$ cat src/rtl/mcu_alu_pkg.sv
package mcu_alu_pkg;

  typedef enum logic [1:0] {
    OP_AND  = 2'd0,
    OP_CMP  = 2'd1,
    OP_ADD  = 2'd2,
    OP_ADDC = 2'd3
  } alu_op_e;

  typedef struct packed {
    logic    valid;
    logic    use_reg;
    alu_op_e op;
  } alu_dec_t;

  // Even member of each opcode pair; bit 0 selects the register operand.
  localparam logic [5:0] OPC_AND  = 6'b001010;
  localparam logic [5:0] OPC_CMP  = 6'b010100;
  localparam logic [5:0] OPC_ADD  = 6'b011000;
  localparam logic [5:0] OPC_ADDC = 6'b011010;

endpackage

$ cat src/rtl/mcu_alu_rst_sync.sv
module mcu_alu_rst_sync #(
  parameter int STAGES = 2
) (
  input  logic clk,
  input  logic rst_n,
  output logic rst_sync_n
);
  logic [STAGES-1:0] chain_q;

  always_ff @(posedge clk or negedge rst_n) begin
    if (!rst_n) chain_q <= '0;
    else        chain_q <= {chain_q[STAGES-2:0], 1'b1};
  end

  assign rst_sync_n = chain_q[STAGES-1];
endmodule

$ cat src/rtl/mcu_alu_decode.sv
module mcu_alu_decode
  import mcu_alu_pkg::*;
(
  input  logic [5:0] opcode,
  output alu_dec_t   dec
);
  always_comb begin
    dec.valid   = 1'b1;
    dec.use_reg = opcode[0];
    dec.op      = OP_AND;
    unique case (opcode[5:1])
      OPC_AND[5:1]:  dec.op = OP_AND;
      OPC_CMP[5:1]:  dec.op = OP_CMP;
      OPC_ADD[5:1]:  dec.op = OP_ADD;
      OPC_ADDC[5:1]: dec.op = OP_ADDC;
      default:       dec.valid = 1'b0;
    endcase
  end
endmodule

$ cat src/rtl/mcu_alu_datapath.sv
module mcu_alu_datapath
  import mcu_alu_pkg::*;
#(
  parameter int DATA_W = 8
) (
  input  alu_dec_t            dec,
  input  logic [DATA_W-1:0]   dst_val,
  input  logic [DATA_W-1:0]   src_val,
  input  logic [DATA_W-1:0]   imm_val,
  input  logic                carry_in,
  output logic [DATA_W-1:0]   result,
  output logic                c_new,
  output logic                z_new
);
  localparam int EXT_W = DATA_W + 1;

  logic [DATA_W-1:0] opnd_b;
  logic [EXT_W-1:0]  sum_ext;
  logic [EXT_W-1:0]  diff_ext;
  logic              cin;

  assign opnd_b   = dec.use_reg ? src_val : imm_val;
  assign cin      = (dec.op == OP_ADDC) ? carry_in : 1'b0;
  assign sum_ext  = {1'b0, dst_val} + {1'b0, opnd_b} + {{DATA_W{1'b0}}, cin};
  assign diff_ext = {1'b0, dst_val} - {1'b0, opnd_b};

  always_comb begin
    result = '0;
    c_new  = 1'b0;
    z_new  = 1'b0;
    unique case (dec.op)
      OP_AND: begin
        result = dst_val & opnd_b;
        c_new  = 1'b0;
        z_new  = (result == '0);
      end
      OP_CMP: begin
        result = diff_ext[DATA_W-1:0];
        c_new  = diff_ext[DATA_W];
        z_new  = (dst_val == opnd_b);
      end
      default: begin
        result = sum_ext[DATA_W-1:0];
        c_new  = sum_ext[DATA_W];
        z_new  = (sum_ext[DATA_W-1:0] == '0);
      end
    endcase
  end
endmodule

$ cat src/rtl/mcu_alu_flag_reg.sv
module mcu_alu_flag_reg (
  input  logic clk,
  input  logic rst_n,
  input  logic upd_en,
  input  logic c_new,
  input  logic z_new,
  output logic carry_q,
  output logic zero_q
);
  logic carry_d, zero_d;

  always_comb begin
    carry_d = carry_q;
    zero_d  = zero_q;
    if (upd_en) begin
      carry_d = c_new;
      zero_d  = z_new;
    end
  end

  always_ff @(posedge clk or negedge rst_n) begin
    if (!rst_n) begin
      carry_q <= 1'b0;
      zero_q  <= 1'b0;
    end else begin
      carry_q <= carry_d;
      zero_q  <= zero_d;
    end
  end
endmodule

$ cat src/rtl/mcu_alu_core.sv
module mcu_alu_core
  import mcu_alu_pkg::*;
#(
  parameter int DATA_W = 8
) (
  input  logic              clk,
  input  logic              rst_n,
  input  logic              exec_en,
  input  logic [5:0]        opcode,
  input  logic [DATA_W-1:0] dst_val,
  input  logic [DATA_W-1:0] src_val,
  input  logic [DATA_W-1:0] imm_val,
  output logic [DATA_W-1:0] result,
  output logic              wr_en,
  output logic              carry,
  output logic              zero
);
  alu_dec_t dec;
  logic     rst_sync_n;
  logic     c_new, z_new, upd_en;

  mcu_alu_rst_sync #(.STAGES(2)) u_rst (
    .clk(clk), .rst_n(rst_n), .rst_sync_n(rst_sync_n)
  );

  mcu_alu_decode u_dec (.opcode(opcode), .dec(dec));

  mcu_alu_datapath #(.DATA_W(DATA_W)) u_dp (
    .dec(dec), .dst_val(dst_val), .src_val(src_val), .imm_val(imm_val),
    .carry_in(carry), .result(result), .c_new(c_new), .z_new(z_new)
  );

  assign upd_en = exec_en & dec.valid;
  assign wr_en  = upd_en & (dec.op != OP_CMP);

  mcu_alu_flag_reg u_flags (
    .clk(clk), .rst_n(rst_sync_n), .upd_en(upd_en),
    .c_new(c_new), .z_new(z_new), .carry_q(carry), .zero_q(zero)
  );

  // compare never requests write-back
  a_r6_cmp_no_wb: assert property (@(posedge clk) disable iff (!rst_sync_n)
    (opcode[5:1] == OPC_CMP[5:1]) |-> !wr_en);

  // no write-back without execute enable
  a_r7_wb_needs_en: assert property (@(posedge clk) disable iff (!rst_sync_n)
    wr_en |-> exec_en);

  // disabled cycle keeps flags
  a_r8_hold_flags: assert property (@(posedge clk) disable iff (!rst_sync_n)
    !exec_en |=> ($stable(carry) && $stable(zero)));

  // AND clears carry
  a_r3_and_clears_carry: assert property (@(posedge clk) disable iff (!rst_sync_n)
    (exec_en && opcode[5:1] == OPC_AND[5:1]) |=> !carry);

  // zero flag tracks the written result of an addition
  a_r4_add_zero: assert property (@(posedge clk) disable iff (!rst_sync_n)
    (exec_en && opcode[5:1] == OPC_ADD[5:1]) |=> (zero == ($past(result) == '0)));

  // flags are clear while held in reset
  a_r1_reset_clear: assert property (@(posedge clk)
    !rst_sync_n |-> (!carry && !zero));
endmodule

$ cat config.mk
export PLATFORM = sky130hd
export DESIGN_NAME = mcu_alu_core
export DESIGN_NICKNAME = d
export VERILOG_FILES = /design/src/rtl/mcu_alu_pkg.sv /design/src/rtl/mcu_alu_rst_sync.sv /design/src/rtl/mcu_alu_decode.sv /design/src/rtl/mcu_alu_datapath.sv /design/src/rtl/mcu_alu_flag_reg.sv /design/src/rtl/mcu_alu_core.sv
export SDC_FILE = /design/constraint.sdc
export NUM_CORES = 1
export LEC_CHECK = 0
export ABC_AREA = 1
export ABC_CLOCK_PERIOD_IN_PS = 5600
export CORE_MARGIN = 3
export CORE_UTILIZATION = 51
export CTS_BUF_LIST = sky130_fd_sc_hd__clkbuf_16
export DETAILED_ROUTE_END_ITERATION = 6
export GPL_ROUTABILITY_DRIVEN = 0
export PLACE_DENSITY = 0.85
export SYNTH_ARGS = -nofsm -noshare
export SYNTH_HDL_FRONTEND = slang
export SYNTH_SLANG_ARGS = --single-unit
$ cat constraint.sdc
create_clock -name clk -period 5.6 [get_ports clk]
set_input_delay 0.84 -clock clk [delete_from_list [all_inputs] [get_ports clk]]
set_output_delay 0.84 -clock clk [all_outputs]
set_load 0.03 [all_outputs]
==> results of run 1 <==
## final cells by class
cell class / instances / area [sq um] / share of cell area, %
multi-input combinational: 174 / 1080 / 57.2
timing repair buffer: 43 / 430 / 22.7
inverter: 42 / 169 / 8.91
sequential: 4 / 100 / 5.28
clock buffer: 3 / 75.1 / 3.96
tap: 30 / 37.5 / 1.98
## cells in the final DEF, fill, tap and decap left out, drive strengths merged
cell type | synthesis | routed
inv | 40 | 40
nand3b | 4 | 4
conb | 1 | 1
xor2 | 1 | 1
nor3 | 3 | 3
a31oi | 1 | 1
o211ai | 5 | 5
nand2 | 61 | 61
clkinv | 2 | 2
dfrtp | 4 | 4
o21bai | 1 | 1
nand3 | 24 | 24
a21o | 2 | 2
clkdlybuf4s50 | 0 | 43
clkbuf | 1 | 3
or2 | 2 | 2
mux2 | 1 | 1
o21ai | 13 | 13
nand4 | 6 | 6
fa | 3 | 3
xnor2 | 1 | 1
nor2 | 19 | 19
ha | 16 | 16
a21oi | 10 | 10
## logic make-up after synthesis
kind of cell	count (synthesis)	share of synthesized area, %
other cells	1	0.276
xor+xnor	2	1.29
mux	1	0.829
compound gates	32	14.2
flops	4	7.37
fa+ha+maj	19	19.2
buf+inv	43	12.7
simple gates	119	44.1
## stage by stage
stage | setup slack [ns] | utilization [%] | instances | hold WS (ns)
2_1_floorplan | 1.85 | - | 221 | 0.0111
3_3_place_gp | 0.751 | 72.9 | 293 | 0.0184
3_5_place_dp | 0.742 | 72.9 | 293 | 0.0203
4_1_cts | 0.702 | 75.9 | 296 | 0.0332
5_1_grt | 0.456 | 75.9 | 296 | 0.0359
6_report | 0.689 | 75.9 | 296 | 0.0352
## sequential cells by signal, indices dropped and copies added (netlist names)
name / count
u_flags.zero_q: 1
u_flags.carry_q: 1
u_rst.chain_q: 2
## cell usage after synthesis, drive strengths merged
library cell / n
nand4: 6
nand3: 24
o21bai: 1
mux2: 1
dfrtp: 4
a31oi: 1
nand2: 61
clkinv: 2
nor3: 3
conb: 1
xnor2: 1
a21o: 2
xor2: 1
o211ai: 5
fa: 3
nor2: 19
or2: 2
inv: 40
ha: 16
o21ai: 13
nand3b: 4
clkbuf: 1
a21oi: 10
## path summary, 6_finish.rpt
path	startpoint	to	slack, ns	depth (start not counted)
max in group asynchronous	rst_n	u_rst.chain_q[0]	4.67	1
min	u_rst.chain_q[1]	u_flags.carry_q	0.04	0
min reg2reg	u_rst.chain_q[1]	u_flags.carry_q	0.04	0
max reg2reg	u_flags.carry_q	u_flags.zero_q	3.25	13
max	opcode[0]	result[6]	0.69	14
min in group clk	u_rst.chain_q[0]	u_rst.chain_q[1]	0.37	0
## power by group
part	switching (uW)	internal, uW	total (uW)
clock network	21.7	91.4	113
logic	113	83.8	196
registers	2.32	32.8	35.1
total	137	208	345
## metal layers
layer,part of all wire [%],GRT usage [%]
met4,0.93,5.96
met3,7.7,3.62
met1,45,34.3
met2,46,39.8
met5,0,0
==> results.py, run 1 <==
metrics = {
    "placement": {
        "hpwl_mm": 3.17,
        "dpl-instance-area_sq_um": 1820,
        "port-buffer-count": 43,
    },
    "clock_tree": {
        "clkSinkCount": 4,
        "clk_pin_slew_worst_paths_ns": 0.03,
        "cts_hold_buf": 0,
        "numCtsBuffers": 3,
        "clock_latency_ns": 0.23,
        "htree_levels": 1,
        "cts_tree": "built",
        "cts-root-buf": "clkbuf_16",
        "cts_setup_buffers": 0,
        "cts_max_path_buffers": 2,
        "cts_resized": 0,
    },
    "detailed_routing": {
        "first_pass_iters": 5,
        "num_vias": 1592,
        "wl_mm": 3.89,
        "ant_nets": 0,
        "drc": 0,
        "viasPerCell": 5.38,
        "wl_per_cell_um": 13.1,
        "drt_iter0_markers": 118,
    },
    "timing": {
        "finalCriticalPeriod_ns": 4.91,
        "fmax_ghz": 0.204,
        "rsz0062_at_grt": "no",
        "finalSetupViolations": 0,
        "tightest_slew_ns": 0.778,
        "fin_worst_skew_ns": 0.00162,
        "fin_tns_setup_ns": 0,
        "report.final.slew_viol_count": 0,
        "hold_viol": 0,
        "slew-limit-headroom_pct": 47.6,
        "fin_crit_sh_pct": 87.7,
    },
    "floorplanning": {
        "ios": 44,
        "die_area_sq_um": 3320,
        "initial_core_util_pct": 54.3,
        "core_area_sq_um": 2500,
        "std_cell_rows": 18,
        "die_w_um": 57.6,
        "die_h_um": 57.6,
    },
    "synthesis": {
        "synth_cell_type_count": 36,
        "synth_top_area_share_pct": 15.2,
        "synth.area.top_cells": "nand2_1 (15%), ha_1 (15%), inv_1 (10%)",
        "yosysWarnings": 0,
        "synthesis.nets": 273,
        "yosysSeqAreaShare_pct": 7.37,
        "avgSynthCellArea_sq_um": 6.14,
        "synth_top_area_cell": "nand2_1",
        "synth_area_sq_um": 1360,
        "syn_inst": 221,
        "ys_ff_latch": 4,
    },
    "worst_setup_path": {
        "crit_type": "in2out",
        "cp_slowest_stage_delay_ns": 0.71,
        "cp_common_cell": "nand2_1",
        "endpoint_kind": "output pin",
        "cp.required_ns": 4.76,
        "critPathSlowestCell": "clkdlybuf4s50_1",
        "cp-start-kind": "primary input",
        "arrival_ns": 4.07,
        "critPathMaxFanout": 15,
        "path_cells": "clkdlybuf4s50_1, mux2_2, fa_1, inv_1, fa_1, inv_1, nand3_1, nand2_1, nand2_1, nand2_1, nand2_1, nand2_1, o211ai_1, clkdlybuf4s50_1",
        "critPathBufInv": 4,
        "critical_path.top_delay_family": "buffers and inverters",
    },
    "job": {
        "cap_violations": 0,
    },
    "grt": {
        "grt_pass1_vias": 1452,
        "grt_use_total_pct": 24.6,
        "grt_remaining_overflow": 0,
        "antenna_found_initial": 0,
        "grt_max_degree": 16,
        "grt_pass1_wl_mm": 6.51,
    },
    "finish": {
        "fillers": 215,
        "fin_nets": 320,
        "drive_gt1_share_pct": 10.9,
        "area_growth_syn_to_layout_pct": 39.7,
        "postLayoutCellArea_sq_um": 1900,
        "antenna_cells": 0,
    },
    "outcome": {
        "outcome": "completed",
    },
    "worst_hold_path": {
        "hold_class": "reg2async",
    },
    "power": {
        "ir_worst_vdd_v": 0.000290,
        "leakage_uw": 0.000970,
        "p_total_uw": 345,
        "power_density_nw_per_um2": 182,
    },
}
Note: power is estimated with default switching activity, not from simulation.
==> run 2, diff against run 1 <==
--- a/config.mk
+++ b/config.mk
@@ -6,7 +6,7 @@
 export NUM_CORES = 1
 export LEC_CHECK = 0
 export ABC_AREA = 1
-export ABC_CLOCK_PERIOD_IN_PS = 5600
+export ABC_CLOCK_PERIOD_IN_PS = 5950
 export CORE_MARGIN = 3
 export CORE_UTILIZATION = 51
 export CTS_BUF_LIST = sky130_fd_sc_hd__clkbuf_16
==> constraint.sdc (replaced) <==
create_clock -name clk -period 5.95 [get_ports clk]
set_input_delay 0.8925 -clock clk [delete_from_list [all_inputs] [get_ports clk]]
set_output_delay 0.8925 -clock clk [all_outputs]
set_load 0.03 [all_outputs]
==> run 2 against run 1 <==
- sequential power fell by 6.0%
- combinational power fell by 6%
- clock-buffer cell count did not move
- worst hold slack got worse by 0.014 ns
- largest cell class unchanged
==> results.py, run 2 (synthesis results as in run 1) <==
metrics = {
    "clock_tree": {
        "cts_hold_buf": 0,
        "clk_pin_slew_worst_paths_ns": 0.03,
        "clkSinkCount": 4,
        "cts-root-buf": "clkbuf_16",
        "numCtsBuffers": 3,
        "cts_tree": "built",
        "cts_setup_buffers": 0,
        "cts_resized": 0,
        "htree_levels": 1,
        "clock_latency_ns": 0.22,
        "cts_max_path_buffers": 2,
    },
    "detailed_routing": {
        "wl_mm": 3.85,
        "ant_nets": 0,
        "num_vias": 1566,
        "drc": 0,
        "drt_iter0_markers": 80,
        "first_pass_iters": 4,
        "viasPerCell": 5.29,
        "wl_per_cell_um": 13.0,
    },
    "floorplanning": {
        "initial_core_util_pct": 54.3,
        "die_w_um": 57.6,
        "die_area_sq_um": 3320,
        "die_h_um": 57.6,
        "ios": 44,
        "core_area_sq_um": 2500,
        "std_cell_rows": 18,
    },
    "worst_setup_path": {
        "cp_slowest_stage_delay_ns": 0.70,
        "cp_common_cell": "nand2_1",
        "critical_path.top_delay_family": "buffers and inverters",
        "cp.required_ns": 5.06,
        "critPathBufInv": 4,
        "cp-start-kind": "primary input",
        "crit_type": "in2out",
        "critPathSlowestCell": "clkdlybuf4s50_1",
        "path_cells": "clkdlybuf4s50_1, mux2_2, fa_1, inv_1, fa_1, inv_1, nand3_1, nand2_1, nand2_1, nand2_1, nand2_1, nand2_1, o211ai_1, clkdlybuf4s50_1",
        "endpoint_kind": "output pin",
        "critPathMaxFanout": 15,
        "arrival_ns": 4.09,
    },
    "timing": {
        "tightest_slew_ns": 0.743,
        "report.final.slew_viol_count": 0,
        "hold_viol": 0,
        "fin_worst_skew_ns": 0.000718,
        "fin_crit_sh_pct": 83.7,
        "whs_ns": 0.0211,
        "finalSetupViolations": 0,
        "slew-limit-headroom_pct": 49.9,
        "finalCriticalPeriod_ns": 4.98,
        "rsz0062_at_grt": "no",
        "fin_tns_setup_ns": 0,
        "fmax_ghz": 0.201,
    },
    "outcome": {
        "outcome": "completed",
    },
    "finish": {
        "layout_common_cells": "nand2_1 (55), clkdlybuf4s50_1 (43), inv_1 (36)",
        "drive_gt1_share_pct": 10.9,
        "reg.largest.list": "u_rst.chain_q: 2 flops, u_flags.carry_q: 1 flops, u_flags.zero_q: 1 flops",
        "antenna_cells": 0,
        "fin_nets": 320,
        "postLayoutCellArea_sq_um": 1900,
        "largest-register": "u_rst.chain_q",
        "layout_commonest_cell": "nand2_1",
        "area_growth_syn_to_layout_pct": 39.7,
        "largest_reg_flops": 2,
    },
    "placement": {
        "port-buffer-count": 43,
        "hpwl_mm": 3.17,
        "dpl-instance-area_sq_um": 1820,
    },
    "power": {
        "leakage_uw": 0.000970,
        "power_density_nw_per_um2": 169,
        "ir_worst_vdd_v": 0.000303,
    },
    "job": {
        "cap_violations": 0,
    },
    "grt": {
        "grt_remaining_overflow": 0,
        "antenna_found_initial": 0,
        "grt_max_degree": 16,
        "grt_pass1_wl_mm": 6.47,
        "grt_pass1_vias": 1448,
        "grt_use_total_pct": 24.5,
    },
    "worst_hold_path": {
        "hold_class": "reg2async",
    },
}
==> run 2: cell counts in the layout (fill, tap and decap cells not counted) <==
No cell type changed its count.
==> run 2: layout make-up <==
class | instances | area [sq um]
multi-input cells | 174 | 1080
fillers | 213 | 603
repair buffers | 43 | 430
inverters | 42 | 169
flip-flops and latches | 4 | 100
clock buffers | 3 | 75.1
well taps | 30 | 37.5
==> run 2: worst paths after layout <==
kind | slack, ns | endpoint | from | depth (start not counted)
worst max register to register | 3.63 | u_flags.zero_q | u_flags.carry_q | 13
worst min register to register | 0.02 | u_flags.zero_q | u_rst.chain_q[1] | 0
min in group clk | 0.36 | u_rst.chain_q[1] | u_rst.chain_q[0] | 0
max in group asynchronous | 4.98 | u_rst.chain_q[1] | rst_n | 1
worst min-delay path | 0.02 | u_flags.zero_q | u_rst.chain_q[1] | 0
worst max-delay path | 0.97 | result[6] | opcode[0] | 14
==> run 2: routing by layer <==
layer	up-vias	wire, um	GRT usage [%]	share of wire (%)
li1	811	-	-	-
met1	698	1740	34.2	45
met2	51	1840	39.7	48
met3	6	227	3.17	5.9
met4	0	47	6.62	1.2
met5	-	0	0	0
==> run 2: power breakdown <==
part	switching, uW	internal, uW	total, uW	leakage, uW
combinational	105	78.7	184	0.000884
sequential	2.15	30.9	33.0	0.0000488
clock	18.5	85.8	104	0.0000370
total	126	195	321	0.000970
==> run 2: worst reg2reg max path, delay by kind of cell (launching register included) <==
| kind | cells | cell delay (ns) |
|---|---|---|
| AOI/OAI and AO/OA | 1 | 0.13 |
| DFF | 1 | 0.34 |
| adders and majority gates | 2 | 0.76 |
| buffers and inverters | 3 | 0.17 |
| and+or+nand+nor | 7 | 0.87 |
==> run 2: per-stage QoR <==
stage | cells | setup slack [ns] | util [%] | power [uW]
final | 296 | 0.970 | 75.9 | 321
after CTS | 296 | 0.974 | 75.9 | 322
after floorplan | 221 | 2.09 | - | 152
after global placement | 293 | 0.996 | 72.9 | 212
after global routing | 296 | 0.736 | 75.9 | 344
after detailed placement | 293 | 0.983 | 72.9 | 214
